===== src/rtl/bxc_pkg.sv =====
// Package: shared field layout, destination codes and register indices
// for the byte execution datapath. Assumes an 8-bit control field above
// a data-width constant field.
package bxc_pkg;

    typedef enum logic [2:0] {
        D_AHI = 3'd0,
        D_ALO = 3'd1,
        D_BLO = 3'd2,
        D_ACC = 3'd3,
        D_SCF = 3'd4,
        D_PCL = 3'd5,
        D_OUT = 3'd6,
        D_RAM = 3'd7
    } dst_e;

    typedef struct packed {
        dst_e dst;
        logic src_ram;
        logic hi_b;
        logic use_alo;
        logic use_blo;
        logic use_acc;
    } ctl_t;

    localparam int CTL_W = $bits(ctl_t);

    // register file indices
    localparam int R_AHI = 0;
    localparam int R_ALO = 1;
    localparam int R_BHI = 2;
    localparam int R_BLO = 3;
    localparam int R_SCR = 4;
    localparam int R_ACC = 5;
    localparam int NREG  = 6;

    // forwarded peripheral strobes (selector codes 3..7)
    localparam int EXT_BASE = 3;
    localparam int NEXT     = 8 - EXT_BASE;

endpackage


===== src/rtl/bxc_offset.sv =====
// Module: offset unit. Builds the per-instruction byte offset from the
// constant, the optional index-low plus flag term and the optional
// index-high addend; reports the carry of the final addition.
// Assumes purely combinational use within one cycle.
module bxc_offset #(
    parameter int DW = 8
) (
    input  logic [DW-1:0] konst,
    input  logic [DW-1:0] alo,
    input  logic [DW-1:0] blo,
    input  logic          use_alo,
    input  logic          use_blo,
    input  logic          flag,
    output logic [DW-1:0] off,
    output logic          carry
);
    logic [DW-1:0] alo_inc;
    logic [DW-1:0] pre;
    logic [DW-1:0] addend;
    logic [DW:0]   sum;

    // Offset arithmetic: wrapped increment, OR with constant, add index-high.
    always_comb begin
        alo_inc = alo + {{(DW-1){1'b0}}, flag};
        pre     = konst | (use_alo ? alo_inc : '0);
        addend  = use_blo ? blo : '0;
        sum     = {1'b0, pre} + {1'b0, addend};
        off     = sum[DW-1:0];
        carry   = sum[DW];
    end

    // Check that a full-scale index-low increment contributes nothing.
    always_comb begin
        if (use_alo && (alo == '1) && flag)
            AST_ALO_WRAP: assert (pre == konst);
    end
endmodule


===== src/rtl/bxc_regfile.sv =====
// Module: six-entry working register file with one shared write port.
// Assumes at most one enable is high per cycle; synchronous active-low reset.
module bxc_regfile #(
    parameter int DW   = 8,
    parameter int NREG = 6
) (
    input  logic                     clk,
    input  logic                     rst_n,
    input  logic [NREG-1:0]          we,
    input  logic [DW-1:0]            wd,
    output logic [NREG-1:0][DW-1:0]  q
);
    for (genvar i = 0; i < NREG; i++) begin : g_reg
        // Register i: clear on reset, load on its enable.
        always_ff @(posedge clk) begin
            if (!rst_n)
                q[i] <= '0;
            else if (we[i])
                q[i] <= wd;
        end

        AST_HOLD: assert property (@(posedge clk) disable iff (!rst_n)
            !we[i] |=> $stable(q[i]));
    end

    AST_RESET_CLEAR: assert property (@(posedge clk)
        !rst_n |=> (q == '0));
endmodule


===== src/rtl/bxc_route.sv =====
// Module: destination router. Picks the result source and turns the
// destination code into register enables, flag update and strobes.
// Assumes operands are settled within the cycle; everything is gated by reset.
module bxc_route
    import bxc_pkg::*;
#(
    parameter int DW = 8
) (
    input  logic                rst_n,
    input  ctl_t                ctl,
    input  logic [DW-1:0]       s_val,
    input  logic [DW-1:0]       acc,
    input  logic [DW-1:0]       scr,
    input  logic [DW-1:0]       rdata,
    input  logic                carry,
    output logic [NREG-1:0]     wr_en,
    output logic [DW-1:0]       wr_data,
    output logic                flag_we,
    output logic                flag_d,
    output logic                ram_we,
    output logic [DW-1:0]       ram_wdata,
    output logic                pc_load,
    output logic [DW-1:0]       pc_data,
    output logic                out_valid,
    output logic [DW-1:0]       out_data,
    output logic [NEXT-1:0]     ext_strb
);
    logic [DW-1:0] alu_res;
    logic [DW-1:0] reg_res;
    logic [2:0]    sel;

    // Source selection: masked XOR from the ALU or the RAM byte.
    always_comb begin
        alu_res  = (ctl.use_acc ? acc : '0) ^ s_val;
        reg_res  = ctl.src_ram ? rdata : alu_res;
        pc_data  = reg_res;
        out_data = scr ^ acc;
        sel      = acc[2:0];
    end

    // Destination decode into enables and strobes.
    always_comb begin
        wr_en     = '0;
        wr_data   = reg_res;
        flag_we   = 1'b0;
        flag_d    = carry;
        ram_we    = 1'b0;
        ram_wdata = scr ^ acc;
        pc_load   = 1'b0;
        out_valid = 1'b0;
        ext_strb  = '0;
        if (rst_n) begin
            unique case (ctl.dst)
                D_AHI: wr_en[R_AHI] = 1'b1;
                D_ALO: wr_en[R_ALO] = 1'b1;
                D_BLO: wr_en[R_BLO] = 1'b1;
                D_ACC: wr_en[R_ACC] = 1'b1;
                D_SCF: begin
                    wr_en[R_SCR] = 1'b1;
                    if (ctl.src_ram) begin
                        wr_data = rdata;
                    end else begin
                        wr_data = s_val;
                        flag_we = 1'b1;
                    end
                end
                D_PCL: pc_load = 1'b1;
                D_OUT: begin
                    if (!ctl.src_ram) begin
                        out_valid = 1'b1;
                    end else begin
                        wr_data = rdata;
                        case (sel)
                            3'd0: wr_en[R_SCR] = 1'b1;
                            3'd1: wr_en[R_BHI] = 1'b1;
                            3'd2: begin
                                flag_we = 1'b1;
                                flag_d  = (rdata == '0);
                            end
                            default: ext_strb[sel - 3'(EXT_BASE)] = 1'b1;
                        endcase
                    end
                end
                D_RAM: begin
                    ram_we = 1'b1;
                    if (ctl.src_ram)
                        ram_wdata = '0;
                end
                default: ;
            endcase
        end
    end
endmodule


===== src/rtl/byte_exec_core.sv =====
// Module: top of the single-cycle byte execution datapath. Splits the
// instruction, computes offset and address, and routes the result.
// Assumes combinational RAM reads; writes land on the edge ending the cycle.
module byte_exec_core
    import bxc_pkg::*;
#(
    parameter int DW = 8,
    localparam int IW = CTL_W + DW,
    localparam int AW = 2 * DW
) (
    input  logic              clk,
    input  logic              rst_n,
    input  logic [IW-1:0]     instr,
    input  logic              flag_i,
    output logic              flag_we,
    output logic              flag_d,
    output logic [AW-1:0]     ram_addr,
    input  logic [DW-1:0]     ram_rdata,
    output logic              ram_we,
    output logic [DW-1:0]     ram_wdata,
    output logic              pc_load,
    output logic [DW-1:0]     pc_data,
    output logic              out_valid,
    output logic [DW-1:0]     out_data,
    output logic [NEXT-1:0]   ext_strb,
    output logic [DW-1:0]     ext_data
);
    ctl_t                     ctl;
    logic [DW-1:0]            konst;
    logic [NREG-1:0][DW-1:0]  rq;
    logic [NREG-1:0]          wr_en;
    logic [DW-1:0]            wr_data;
    logic [DW-1:0]            off;
    logic                     carry;
    logic [DW-1:0]            s_val;

    // Field split and address formation.
    always_comb begin
        ctl      = ctl_t'(instr[IW-1 -: CTL_W]);
        konst    = instr[DW-1:0];
        s_val    = rq[R_AHI] & off;
        ram_addr = {(ctl.hi_b ? rq[R_BHI] : rq[R_AHI]), off};
        ext_data = ram_rdata;
    end

    bxc_offset #(.DW(DW)) u_off (
        .konst   (konst),
        .alo     (rq[R_ALO]),
        .blo     (rq[R_BLO]),
        .use_alo (ctl.use_alo),
        .use_blo (ctl.use_blo),
        .flag    (flag_i),
        .off     (off),
        .carry   (carry)
    );

    bxc_regfile #(.DW(DW), .NREG(NREG)) u_rf (
        .clk   (clk),
        .rst_n (rst_n),
        .we    (wr_en),
        .wd    (wr_data),
        .q     (rq)
    );

    bxc_route #(.DW(DW)) u_route (
        .rst_n     (rst_n),
        .ctl       (ctl),
        .s_val     (s_val),
        .acc       (rq[R_ACC]),
        .scr       (rq[R_SCR]),
        .rdata     (ram_rdata),
        .carry     (carry),
        .wr_en     (wr_en),
        .wr_data   (wr_data),
        .flag_we   (flag_we),
        .flag_d    (flag_d),
        .ram_we    (ram_we),
        .ram_wdata (ram_wdata),
        .pc_load   (pc_load),
        .pc_data   (pc_data),
        .out_valid (out_valid),
        .out_data  (out_data),
        .ext_strb  (ext_strb)
    );

    AST_ONE_STROBE: assert property (@(posedge clk) disable iff (!rst_n)
        $onehot0({ram_we, pc_load, out_valid, ext_strb}));

    AST_RESET_QUIET: assert property (@(posedge clk)
        !rst_n |-> !(ram_we || pc_load || out_valid || flag_we || (ext_strb != '0)));

    AST_RAM_ZERO_STORE: assert property (@(posedge clk) disable iff (!rst_n)
        (ram_we && instr[IW-CTL_W+4]) |-> (ram_wdata == '0));

    AST_FLAG_SOURCE: assert property (@(posedge clk) disable iff (!rst_n)
        flag_we |-> (instr[IW-1 -: 3] == 3'd4 || instr[IW-1 -: 3] == 3'd6));

    AST_PC_NO_WRITE: assert property (@(posedge clk) disable iff (!rst_n)
        pc_load |=> $stable(rq));
endmodule


===== config.mk =====
export PLATFORM = sky130hd
export DESIGN_NAME = byte_exec_core
export DESIGN_NICKNAME = d
export VERILOG_FILES = /design/src/rtl/bxc_pkg.sv /design/src/rtl/bxc_offset.sv /design/src/rtl/bxc_regfile.sv /design/src/rtl/bxc_route.sv /design/src/rtl/byte_exec_core.sv
export SDC_FILE = /design/constraint.sdc
export NUM_CORES = 1
export LEC_CHECK = 0
export ABC_AREA = 0
export BUFFER_PORTS_ARGS = -buffer_cell sky130_fd_sc_hd__buf_2
export CAP_MARGIN = 25
export CORE_UTILIZATION = 54
export DETAILED_ROUTE_END_ITERATION = 8
export GPL_TIMING_DRIVEN = 0
export PLACE_DENSITY = 0.76
export SLEW_MARGIN = 15
export SYNTH_ARGS = -nofsm -noshare
export SYNTH_HDL_FRONTEND = slang
export SYNTH_SLANG_ARGS = --single-unit

===== constraint.sdc =====
create_clock -name clk -period 9.3 [get_ports clk]
set_input_delay 1.395 -clock clk [delete_from_list [all_inputs] [get_ports clk]]
set_output_delay 1.395 -clock clk [all_outputs]
set_load 0.02 [all_outputs]

==> flow_summary.html <==
<table>
<tr><th>Metric</th><th>Value</th></tr>
<tr><th colspan="2">Finish</th></tr>
<tr><td>Number of fill cells in the layout</td><td>584</td></tr>
<tr><td>Top register by number of flip-flops</td><td>u_rf.q</td></tr>
<tr><td>Multi-input gate area</td><td>2510 um2</td></tr>
<tr><td>Final layout net count</td><td>620</td></tr>
<tr><td>Number of flip-flops in the largest register</td><td>48</td></tr>
<tr><td>Seq. cell area</td><td>961 um2</td></tr>
<tr><td>Number of diodes added for antenna fixing</td><td>0</td></tr>
<tr><td>Leading registers by flop count</td><td>u_rf.q x48</td></tr>
<tr><td>Share of layout cells above drive strength 1</td><td>21.6%</td></tr>
<tr><td>Finished Layout Cells</td><td>656</td></tr>
<tr><td>Area overhead of the layout relative to synthesis</td><td>16.7%</td></tr>
<tr><th colspan="2">Synth</th></tr>
<tr><td>Fraction of registers with async set or reset after synthesis</td><td>0%</td></tr>
<tr><td>Synth cell types</td><td>61</td></tr>
<tr><td>Flip-flop and latch count after synthesis</td><td>48</td></tr>
<tr><td>Top post-synthesis cells by area</td><td>sky130_fd_sc_hd__dfxtp_1 26%, sky130_fd_sc_hd__nand2_1 7.1%, sky130_fd_sc_hd__o21ai_0 6.6%</td></tr>
<tr><td>Post-Synthesis Mean Instance Area</td><td>7.54 um2</td></tr>
<tr><td>Area share of the largest cell type after synthesis</td><td>26.0%</td></tr>
<tr><td>Mapped cell area</td><td>3700 um2</td></tr>
<tr><td>Sequential cell area fraction in the yosys report</td><td>26.0%</td></tr>
<tr><td>Synth warnings</td><td>0</td></tr>
<tr><td>Largest area contributor in the synthesized netlist</td><td>sky130_fd_sc_hd__dfxtp_1</td></tr>
<tr><td>Cell with the most instances after synthesis</td><td>sky130_fd_sc_hd__nand2_1</td></tr>
<tr><td>Post-synth EDFFs</td><td>0</td></tr>
<tr><td>Synth cell count leaders</td><td>70 x sky130_fd_sc_hd__nand2_1, 49 x sky130_fd_sc_hd__o21ai_0, 48 x sky130_fd_sc_hd__dfxtp_1, 33 x sky130_fd_sc_hd__nand3_1, 25 x sky130_fd_sc_hd__nor2_1</td></tr>
<tr><td>Top_reg_cell synth</td><td>sky130_fd_sc_hd__dfxtp_1</td></tr>
<tr><td>Net count after synthesis</td><td>532</td></tr>
<tr><td>Number of cells produced by synthesis</td><td>490</td></tr>
<tr><th colspan="2">Timing</th></tr>
<tr><td>RSZ-0062 raised after global routing</td><td>no</td></tr>
<tr><td>Highest clock rate</td><td>172 MHz</td></tr>
<tr><td>Number of max-slew violations in the final report</td><td>0</td></tr>
<tr><td>Post-route clock period utilization</td><td>62.4%</td></tr>
<tr><td>Final sum of negative setup slack</td><td>0 ps</td></tr>
<tr><td>Endpoints failing setup</td><td>0</td></tr>
<tr><td>Transition time at the pin with the least slew margin</td><td>857 ps</td></tr>
<tr><td>Final hold slack</td><td>486 ps</td></tr>
<tr><td>Final critical path time including I/O delays and setup</td><td>5810 ps</td></tr>
<tr><td>Headroom to the max-slew limit</td><td>42.6%</td></tr>
<tr><td>Setup clock skew after layout</td><td>14.5 ps</td></tr>
<tr><td>Final Hold Fails</td><td>0</td></tr>
<tr><th colspan="2">Power and ir drop</th></tr>
<tr><td>Pwr dens</td><td>120 nW/um2</td></tr>
<tr><td>Worst VDD drop</td><td>75.8 uV</td></tr>
<tr><td>Leakage Power</td><td>0.00204 uW</td></tr>
<tr><th colspan="2">Critical path</th></tr>
<tr><td>Destination of the critical timing path</td><td>pc_data[7]</td></tr>
<tr><td>Setup Crit Path Kind</td><td>in -&gt; out</td></tr>
<tr><td>Worst-case register-to-register setup slack</td><td>6020 ps</td></tr>
<tr><td>Crit path arrival time</td><td>4410 ps</td></tr>
<tr><td>Startpoint kind of the worst setup timing path</td><td>input port</td></tr>
<tr><td>Number of cells on the worst reg-to-reg path</td><td>11</td></tr>
<tr><td>Capturing element type of the critical path</td><td>output port</td></tr>
<tr><td>Beginning of the critical path</td><td>flag_i</td></tr>
<tr><td>Worst path required time</td><td>7910 ps</td></tr>
<tr><td>R2R Path End</td><td>u_rf.q[37]</td></tr>
<tr><td>R2r startpoint</td><td>u_rf.q[8]</td></tr>
<tr><td>CP Max Fanout</td><td>6</td></tr>
<tr><th colspan="2">Detailed routing</th></tr>
<tr><td>Routed length per placed instance</td><td>16.8 um</td></tr>
<tr><td>Vias/cell</td><td>6.04</td></tr>
<tr><td>Wl on met1</td><td>4.73 mm</td></tr>
<tr><td>Drt first pass iters</td><td>9</td></tr>
<tr><td>Total met3 wirelength after detailed routing</td><td>924 um</td></tr>
<tr><td>Detailed Route Iter0 Violations</td><td>387</td></tr>
<tr><td>Remaining antenna violation count after routing</td><td>0</td></tr>
<tr><td>Uppermost routed layer</td><td>met4</td></tr>
<tr><td>Routed wire length</td><td>11.0 mm</td></tr>
<tr><td>Residual DRC</td><td>8</td></tr>
<tr><td>Sum of met2 wire segment lengths after detailed routing</td><td>5.23 mm</td></tr>
<tr><td>Routed via count</td><td>3,960</td></tr>
<tr><th colspan="2">Global routing</th></tr>
<tr><td>Pin count of the biggest net entering global routing</td><td>17</td></tr>
<tr><td>Remaining Overflow, GRT</td><td>0</td></tr>
<tr><td>Number of global-route vias before repair</td><td>3,586</td></tr>
<tr><td>Global-route usage over all layers</td><td>31.7%</td></tr>
<tr><td>Wire length of the first global-routing pass</td><td>18.0 mm</td></tr>
<tr><td>Number of antenna violations at the first check in global routing</td><td>0</td></tr>
<tr><th colspan="2">Clocking</th></tr>
<tr><td>Worst-Skew Late Latency</td><td>310 ps</td></tr>
<tr><td>CTS clk-pin slew, worst paths</td><td>100 ps</td></tr>
<tr><td>Number of clock sinks seen by CTS</td><td>48</td></tr>
<tr><td>Number of buffers created by CTS</td><td>5</td></tr>
<tr><td>Number of levels the H-tree was split into</td><td>2</td></tr>
<tr><td>Hold bufs inserted after CTS</td><td>0</td></tr>
<tr><td>Max Root-Sink Buffers</td><td>2</td></tr>
<tr><td>Root buffer cell</td><td>sky130_fd_sc_hd__clkbuf_8</td></tr>
<tr><td>TritonCTS clock tree</td><td>built</td></tr>
<tr><td>Resized Gates After CTS</td><td>0</td></tr>
<tr><td>Count of buffers added by post-CTS timing repair for setup</td><td>0</td></tr>
<tr><th colspan="2">Worst hold path</th></tr>
<tr><td>Hold Crit Class</td><td>reg -&gt; reg</td></tr>
<tr><th colspan="2">Floorplanning</th></tr>
<tr><td>Row Count</td><td>29</td></tr>
<tr><td>I/O Pins</td><td>85</td></tr>
<tr><td>Initial standard-cell utilization of the core</td><td>56.9%</td></tr>
<tr><td>Width of the chip</td><td>84.7 um</td></tr>
<tr><td>Area of the die</td><td>7180 um2</td></tr>
<tr><td>Core Box Area</td><td>6490 um2</td></tr>
<tr><td>Height of the die</td><td>84.7 um</td></tr>
<tr><th colspan="2">Status</th></tr>
<tr><td>Violations in the final reports</td><td>DRC</td></tr>
<tr><td>Status</td><td>finished, violations left</td></tr>
<tr><th colspan="2">Flow run</th></tr>
<tr><td>Number of maximum-capacitance constraint violations</td><td>0</td></tr>
<tr><th colspan="2">Placed design</th></tr>
<tr><td>Total of buffers placed on input and output ports</td><td>81</td></tr>
<tr><td>Number of instances in the placed design</td><td>648</td></tr>
<tr><td>Dpl hpwl</td><td>8.62 mm</td></tr>
<tr><td>Final RePlAce weighted congestion</td><td>0.926</td></tr>
</table>
-- per-layer routing --
metal	vias up	global-route usage, %
li1	1916	-
met4	0	6.32
met3	19	6.98
met2	163	52.7
met1	1862	42.3
met5	-	0
-- per-stage QoR --
step / total power [uW] / util (%) / setup slack [ps] / cell area, um2
2_1_floorplan: 318 / - / 3890 / 3700
3_3_place_gp: 360 / 64.6 / 3610 / 4200
3_5_place_dp: 362 / 64.6 / 3560 / 4200
4_1_cts: 517 / 66.4 / 3530 / 4310
5_1_grt: 537 / 66.4 / 3340 / 4310
6_report: 517 / 66.4 / 3490 / 4310
-- worst min-delay path by stage --
stage,cells after the start,from,slack [ps],end
3_5_place_dp,2,u_rf.q[23],460,u_rf.q[23]
4_1_cts,2,u_rf.q[23],480,u_rf.q[23]
6_report,2,u_rf.q[23],490,u_rf.q[23]
5_1_grt,2,u_rf.q[23],500,u_rf.q[23]
3_3_place_gp,2,u_rf.q[33],450,u_rf.q[33]
2_1_floorplan,2,u_rf.q[24],440,u_rf.q[24]
-- cell usage in the layout (no fill, tap or decap), types with 14 or more instances in the layout --
cell / n
sky130_fd_sc_hd__nand2_1: 70
sky130_fd_sc_hd__ha_1: 14
sky130_fd_sc_hd__a21o_1: 16
sky130_fd_sc_hd__clkbuf_1: 23
sky130_fd_sc_hd__nor3_1: 21
sky130_fd_sc_hd__buf_2: 86
sky130_fd_sc_hd__nand3_1: 33
sky130_fd_sc_hd__dfxtp_1: 48
sky130_fd_sc_hd__nor2_1: 25
sky130_fd_sc_hd__o21ai_0: 49
sky130_fd_sc_hd__xor2_1: 16
sky130_fd_sc_hd__a21oi_1: 17
-- cells by family (layout without fill, tap and decap cells) --
group | count (synthesis) | after routing | share of synthesized area (%)
AND/OR/NAND/NOR | 216 | 216 | 30.2
AO/OA/AOI/OAI | 117 | 117 | 20.9
buffers and inverters | 49 | 138 | 5.96
flip-flops | 48 | 48 | 26.0
XOR/XNOR | 30 | 30 | 7.31
adder cells (fa/ha/maj) | 15 | 15 | 5.28
multiplexers | 15 | 15 | 4.33
-- area by class of cell --
class	instances	area share, %
Multi-Input combinational cell	393	58.3
Timing Repair Buffer	81	9.40
Tap cell	77	2.23
Inverter	10	0.870
Clock inverter	3	1.07
Clock buffer	5	1.60
Sequential cell	48	22.3
Buffer	39	4.24
-- report_power, final --
part	internal, uW	switching [uW]
clock	81.1	76.1
combinational	49.3	89.8
sequential	213	7.31
total	344	173
-- worst max-delay path: stages --
cell	delay, ps
sky130_fd_sc_hd__buf_2	80
sky130_fd_sc_hd__ha_1	170
sky130_fd_sc_hd__ha_1	270
sky130_fd_sc_hd__nand3_1	120
sky130_fd_sc_hd__xnor2_1	140
sky130_fd_sc_hd__a21o_1	180
sky130_fd_sc_hd__ha_1	440
sky130_fd_sc_hd__nand2_4	110
sky130_fd_sc_hd__o31ai_4	440
sky130_fd_sc_hd__and4b_4	360
sky130_fd_sc_hd__nor2_2	60
sky130_fd_sc_hd__a311oi_1	390
sky130_fd_sc_hd__buf_2	240
Note: power is estimated with default switching activity, not from simulation.
